**src/rtl/door_lock_pkg.sv**
```systemverilog
package door_lock_pkg;

    localparam int STATE_W = 3;

    typedef enum logic [STATE_W-1:0] {
        ST_IDLE = 3'b000,
        ST_G1   = 3'b001,
        ST_G2   = 3'b010,
        ST_G3   = 3'b011,
        ST_B1   = 3'b100,
        ST_B2   = 3'b101
    } lock_state_e;

    typedef enum logic [1:0] {
        KC_NONE,
        KC_A,
        KC_B,
        KC_WRONG
    } key_class_e;

    typedef struct packed {
        logic valid;
        logic a;
        logic b;
    } key_code_t;

    // Decode a raw keypad code into a key class; undefined strobed codes are wrong keys
    function automatic key_class_e classify_key(key_code_t c);
        key_class_e r;
        if (!c.valid)            r = KC_NONE;
        else if (c.a && !c.b)    r = KC_A;
        else if (!c.a && c.b)    r = KC_B;
        else                     r = KC_WRONG;
        return r;
    endfunction

    // Keys shown for each state; the bad path mirrors the good path count
    function automatic int unsigned state_count(lock_state_e s);
        int unsigned r;
        case (s)
            ST_G1, ST_B1: r = 1;
            ST_G2, ST_B2: r = 2;
            ST_G3:        r = 3;
            default:      r = 0;
        endcase
        return r;
    endfunction

endpackage

```
**src/rtl/key_classifier.sv**
```systemverilog
module key_classifier
    import door_lock_pkg::*;
(
    input  key_code_t  code,
    output key_class_e kclass
);
    always_comb begin
        kclass = classify_key(code);
    end
endmodule

```
**src/rtl/lock_fsm.sv**
```systemverilog
module lock_fsm
    import door_lock_pkg::*;
(
    input  logic        clk,
    input  logic        rst,
    input  key_class_e  kclass,
    output lock_state_e state
);
    lock_state_e state_q;
    lock_state_e state_d;

    always_comb begin
        state_d = state_q;
        case (state_q)
            ST_IDLE: begin
                if (kclass == KC_B)         state_d = ST_G1;
                else if (kclass != KC_NONE) state_d = ST_B1;
            end
            ST_G1: begin
                if (kclass == KC_A)         state_d = ST_G2;
                else if (kclass != KC_NONE) state_d = ST_B2;
            end
            ST_G2: begin
                if (kclass == KC_B)         state_d = ST_G3;
                else if (kclass != KC_NONE) state_d = ST_IDLE;
            end
            ST_G3:   state_d = ST_IDLE;
            ST_B1: begin
                if (kclass != KC_NONE)      state_d = ST_B2;
            end
            ST_B2: begin
                if (kclass != KC_NONE)      state_d = ST_IDLE;
            end
            default: state_d = ST_IDLE;
        endcase
    end

    always_ff @(posedge clk) begin
        if (rst) state_q <= ST_IDLE;
        else     state_q <= state_d;
    end

    assign state = state_q;

    // no key holds the state outside the accept state
    p_hold_no_key_r2: assert property (@(posedge clk) disable iff (rst)
        (kclass == KC_NONE && state_q != ST_G3) |=> $stable(state_q));

    // accept state lasts one cycle
    p_accept_exit_r10: assert property (@(posedge clk) disable iff (rst)
        (state_q == ST_G3) |=> (state_q == ST_IDLE));

    // a wrong first key enters the bad path
    p_bad_first_r4: assert property (@(posedge clk) disable iff (rst)
        (state_q == ST_IDLE && (kclass == KC_A || kclass == KC_WRONG)) |=> (state_q == ST_B1));

    // a wrong second key skips to the second bad state
    p_bad_second_r5: assert property (@(posedge clk) disable iff (rst)
        (state_q == ST_G1 && (kclass == KC_B || kclass == KC_WRONG)) |=> (state_q == ST_B2));

    // a wrong third key ends the attempt without acceptance
    p_bad_third_r6: assert property (@(posedge clk) disable iff (rst)
        (state_q == ST_G2 && (kclass == KC_A || kclass == KC_WRONG)) |=> (state_q == ST_IDLE));
endmodule

```
**src/rtl/count_display.sv**
```systemverilog
module count_display
    import door_lock_pkg::*;
#(
    parameter int CNT_W = 4,
    parameter int LINES = 8
) (
    input  logic             clk,
    input  logic             rst,
    input  lock_state_e      state,
    output logic             unlock,
    output logic [CNT_W-1:0] count,
    output logic [LINES-1:0] lines
);
    localparam int ACCEPT_COUNT = 3;

    always_comb begin
        count  = CNT_W'(state_count(state));
        unlock = (state == ST_G3);
    end

    for (genvar n = 0; n < LINES; n++) begin : g_line
        assign lines[n] = (count == CNT_W'(n));
    end

    // display bus is one-hot
    p_lines_onehot_r8: assert property (@(posedge clk) disable iff (rst)
        $onehot(lines));

    // unlock only with the full count
    p_unlock_count_r9: assert property (@(posedge clk) disable iff (rst)
        unlock |-> (count == CNT_W'(ACCEPT_COUNT)));

    // unlock is a single-cycle pulse
    p_unlock_pulse_r3: assert property (@(posedge clk) disable iff (rst)
        unlock |=> !unlock);
endmodule

```
**src/rtl/seq_door_lock.sv**
```systemverilog
module seq_door_lock
    import door_lock_pkg::*;
#(
    parameter int CNT_W = 4,
    parameter int LINES = 8
) (
    input  logic             clk,
    input  logic             rst,
    input  logic             key_valid,
    input  logic             key_a,
    input  logic             key_b,
    output logic             unlock,
    output logic [CNT_W-1:0] key_count,
    output logic [LINES-1:0] count_lines
);
    key_code_t   code;
    key_class_e  kclass;
    lock_state_e state;

    assign code = '{valid: key_valid, a: key_a, b: key_b};

    key_classifier u_classify (
        .code   (code),
        .kclass (kclass)
    );

    lock_fsm u_fsm (
        .clk    (clk),
        .rst    (rst),
        .kclass (kclass),
        .state  (state)
    );

    count_display #(
        .CNT_W (CNT_W),
        .LINES (LINES)
    ) u_display (
        .clk    (clk),
        .rst    (rst),
        .state  (state),
        .unlock (unlock),
        .count  (key_count),
        .lines  (count_lines)
    );
endmodule

```
**config.mk**
```make
export PLATFORM = sky130hd
export DESIGN_NAME = seq_door_lock
export DESIGN_NICKNAME = d
export VERILOG_FILES = /design/src/rtl/door_lock_pkg.sv /design/src/rtl/key_classifier.sv /design/src/rtl/lock_fsm.sv /design/src/rtl/count_display.sv /design/src/rtl/seq_door_lock.sv
export SDC_FILE = /design/constraint.sdc
export NUM_CORES = 1
export LEC_CHECK = 0
export ABC_CLOCK_PERIOD_IN_PS = 3340
export BUFFER_PORTS_ARGS = -buffer_cell sky130_fd_sc_hd__buf_2
export CAP_MARGIN = 20
export CORE_AREA = 5 5 42 44
export DETAILED_ROUTE_END_ITERATION = 16
export DIE_AREA = 0 0 47 49
export SETUP_SLACK_MARGIN = 0.5
export SLEW_MARGIN = 30
export SYNTH_ARGS = -nofsm -noshare
export SYNTH_HDL_FRONTEND = slang
export SYNTH_SLANG_ARGS = --single-unit
```
**constraint.sdc**
```tcl
create_clock -name clk -period 3.34 [get_ports clk]
set_input_delay 0.334 -clock clk [delete_from_list [all_inputs] [get_ports clk]]
set_output_delay 0.334 -clock clk [all_outputs]
set_load 0.005 [all_outputs]
```
==> impl_metrics.json <==
{
  "status": "finished, final reports clean",
  "max_freq_mhz": 572,
  "antenna_left": 0,
  "max-vdd-ir-drop_mv": 0.170,
  "cts_max_path_buffers": 2,
  "cts_sinks": 3,
  "ctsResizeCount": 0,
  "dr.first_iter.drc_count": 3,
  "timing.reg2reg.setup_slack_ns": 1.94,
  "setup_tns_ns": 0,
  "fin_skew_ns": 0.000480,
  "synth_cell_types": 23,
  "cts-htree-levels": 1,
  "synth_seq_cells": 3,
  "start_util_pct": 23.6,
  "synth_edf_count": 0,
  "worst-path-buf-inv": 2,
  "r2r_start": "u_fsm.state[2]",
  "postSynthCellCount": 42,
  "grt_pass1_wl_mm": 1.16,
  "viasPerCell": 4.46,
  "grt_antenna_before_repair": 0,
  "maxSlewViolCount": 0,
  "netlist_area_um2": 330,
  "power_frac_clock_pct": 45.4,
  "coreArea_um2": 1400,
  "crit_start": "u_fsm.state[1]",
  "pwr-share-seq_pct": 31.4,
  "worstSetupStartpointType": "flip-flop",
  "dp_hpwl_um": 507,
  "grt-ovfl-total": 0,
  "gp_congestion": 0.666,
  "p_sw_w": 0.0000436,
  "holdPathStages": 2,
  "avgSynthCellArea_um2": 7.86,
  "dpl.cell_count": 65,
  "clk-insertion-delay-late_ns": 0.24,
  "finalNonFillerCells": 69,
  "combPwrFrac_pct": 23.1,
  "ios": 18,
  "cp.arrival_ns": 1.41,
  "fin_hold_ws_ns": 0.310,
  "pre_cts_slack_ns": 1.85,
  "die_w_um": 47,
  "root_buffer": "clkbuf_4",
  "grt_pass1_vias": 262,
  "io_buffers": 11,
  "layout-drive-gt1-share_pct": 34.0,
  "power.total_w": 0.000146,
  "p_leak_nw": 0.196,
  "diodes": 0,
  "synth.area.top_cells": "buf_4 20%, dfxtp_1 18%, mux2_2 6.8%",
  "die_area_um2": 2300,
  "synth.top_cell.area_share_pct": 20.5,
  "grt_max_degree": 13,
  "clkSlewWorstSetupHoldPaths_ns": 0.04,
  "die_h_um": 49,
  "dr.pass1.iters": 4,
  "path_max_fanout": 10,
  "cp_num_cells": 4,
  "cts_made_buffers": 3,
  "worstPathCellList": "inv_1 -> or3_1 -> o211ai_1 -> buf_2",
  "async_reset_ff_share_pct": 0,
  "yosys_warnings": 0,
  "finalNetCount": 59,
  "post_cts_buffers": 0,
  "cp.required_ns": 3.01,
  "largest_register_ffs": 3,
  "areaGrowthSynthToFinish_pct": 15.9,
  "wl_um": 709,
  "crit_type": "flip-flop to output pin",
  "setup_slack_ns": 1.59,
  "vias": 308,
  "hold_path.startpoint": "rst",
  "layout_worst_path_cycle_share_pct": 52.3,
  "synthTopCellsByCount": "9 x buf_4, 4 x inv_1, 3 x dfxtp_1, 3 x nor2_1",
  "min_to": "u_fsm.state[2]",
  "synth_flop_cell": "dfxtp_1",
  "p_per_area_nw_per_um2": 381,
  "p_sw_share_pct": 29.9,
  "hold_path.class": "primary input to flip-flop",
  "synthMostInstantiatedCell": "buf_4",
  "reg2regPathDepth": 2,
  "worst_r2r_endpoint": "u_fsm.state[2]",
  "drt-wirelength-per-cell_um": 10.3,
  "cts_tree": "built",
  "yosysSeqAreaShare_pct": 18.2,
  "cp_top_family": "flip-flops",
  "row_count": 14,
  "setup_viol": 0,
  "hold_viol": 0,
  "cap_violations": 0,
  "fin_crit_ns": 1.75,
  "rsz0062_at_grt": "no",
  "hold_buffers": 0,
  "drt_drc_violations_left": 0,
  "synth_top_area_cell": "buf_4",
  "p_int_w": 0.000102,
  "crit_slowest_cell": "dfxtp_1",
  "end_kind": "output pin",
  "grt_util_all_layers_pct": 7.39,
  "cp_slowest_stage_delay_ns": 0.49
}
-- per-layer routing --
metal,wire (µm),GRT usage [%],up-vias
met5,0,0,-
met4,21,6.91,0
met3,97,4.06,4
met2,311,9.05,16
met1,278,8.55,136
li1,-,-,152
-- logic make-up after synthesis --
group | count (synthesis) | synth area share (%)
AOI/OAI and AO/OA | 10 | 24.2
xor gates and xnor gates | 1 | 2.65
muxes | 2 | 6.82
buffers and inverters | 13 | 25.0
DFF | 3 | 18.2
other | 1 | 1.14
and+or+nand+nor | 12 | 22.0
-- cell usage in the layout (no fill, tap or decap) --
cell,netlist,layout
mux2_2,2,2
clkbuf_1,0,1
nor2b_4,1,1
nor2b_1,1,1
o21ai_0,2,2
clkbuf_4,0,3
o211ai_1,1,1
dfxtp_1,3,3
xnor2_1,1,1
or3b_1,1,1
conb_1,1,6
or3_1,1,1
a2111oi_2,1,1
nand2_1,2,2
nand4_1,1,1
nor2_1,3,3
a211oi_1,1,1
a21oi_1,1,1
inv_1,4,4
a32o_1,1,1
a2111oi_0,1,1
a21o_1,1,1
nand2b_1,2,2
buf_2,0,11
a211o_1,1,1
-- layout make-up --
class | count | area (µm²)
flip-flops and latches | 3 | 60.1
well taps | 16 | 20.0
clock buffers | 4 | 26.3
inverters | 4 | 15.0
fillers | 155 | 1020
multi-input cells | 31 | 206
repair buffers | 11 | 55.1
-- worst register-to-register path, delay by kind of cell, from the launching register on --
family             cells  cell delay [ns]
AOI/OAI and AO/OA      1             0.35
DFF                    1             0.54
muxes                  1             0.39
-- how the worst max path moves through the flow --
| stage | slack, ns | end |
|---|---|---|
| 2_1_floorplan | 2.09 | key_count[1] |
| 3_3_place_gp | 1.87 | key_count[1] |
| 3_5_place_dp | 1.85 | key_count[1] |
| 4_1_cts | 1.58 | key_count[1] |
| 5_1_grt | 1.43 | key_count[1] |
| 6_report | 1.59 | key_count[1] |
-- through the flow --
stage	area, µm²	utilization [%]
final	383	27.3
after global routing	383	27.3
after CTS	383	27.3
after detailed placement	357	25.4
after global placement	357	25.4
after floorplan	349	-
-- power by group through the flow --
stage / Combinational, W / Sequential [W] / Clock [W]
finish: 0.0000337 / 0.0000458 / 0.0000662
global route: 0.0000383 / 0.0000465 / 0.0000755
CTS: 0.0000342 / 0.0000456 / 0.0000685
detailed placement: 0.0000340 / 0.0000462 / 0
global placement: 0.0000336 / 0.0000460 / 0
floorplan: 0.0000340 / 0.0000402 / 0
Power figures use the tool's default switching activity.
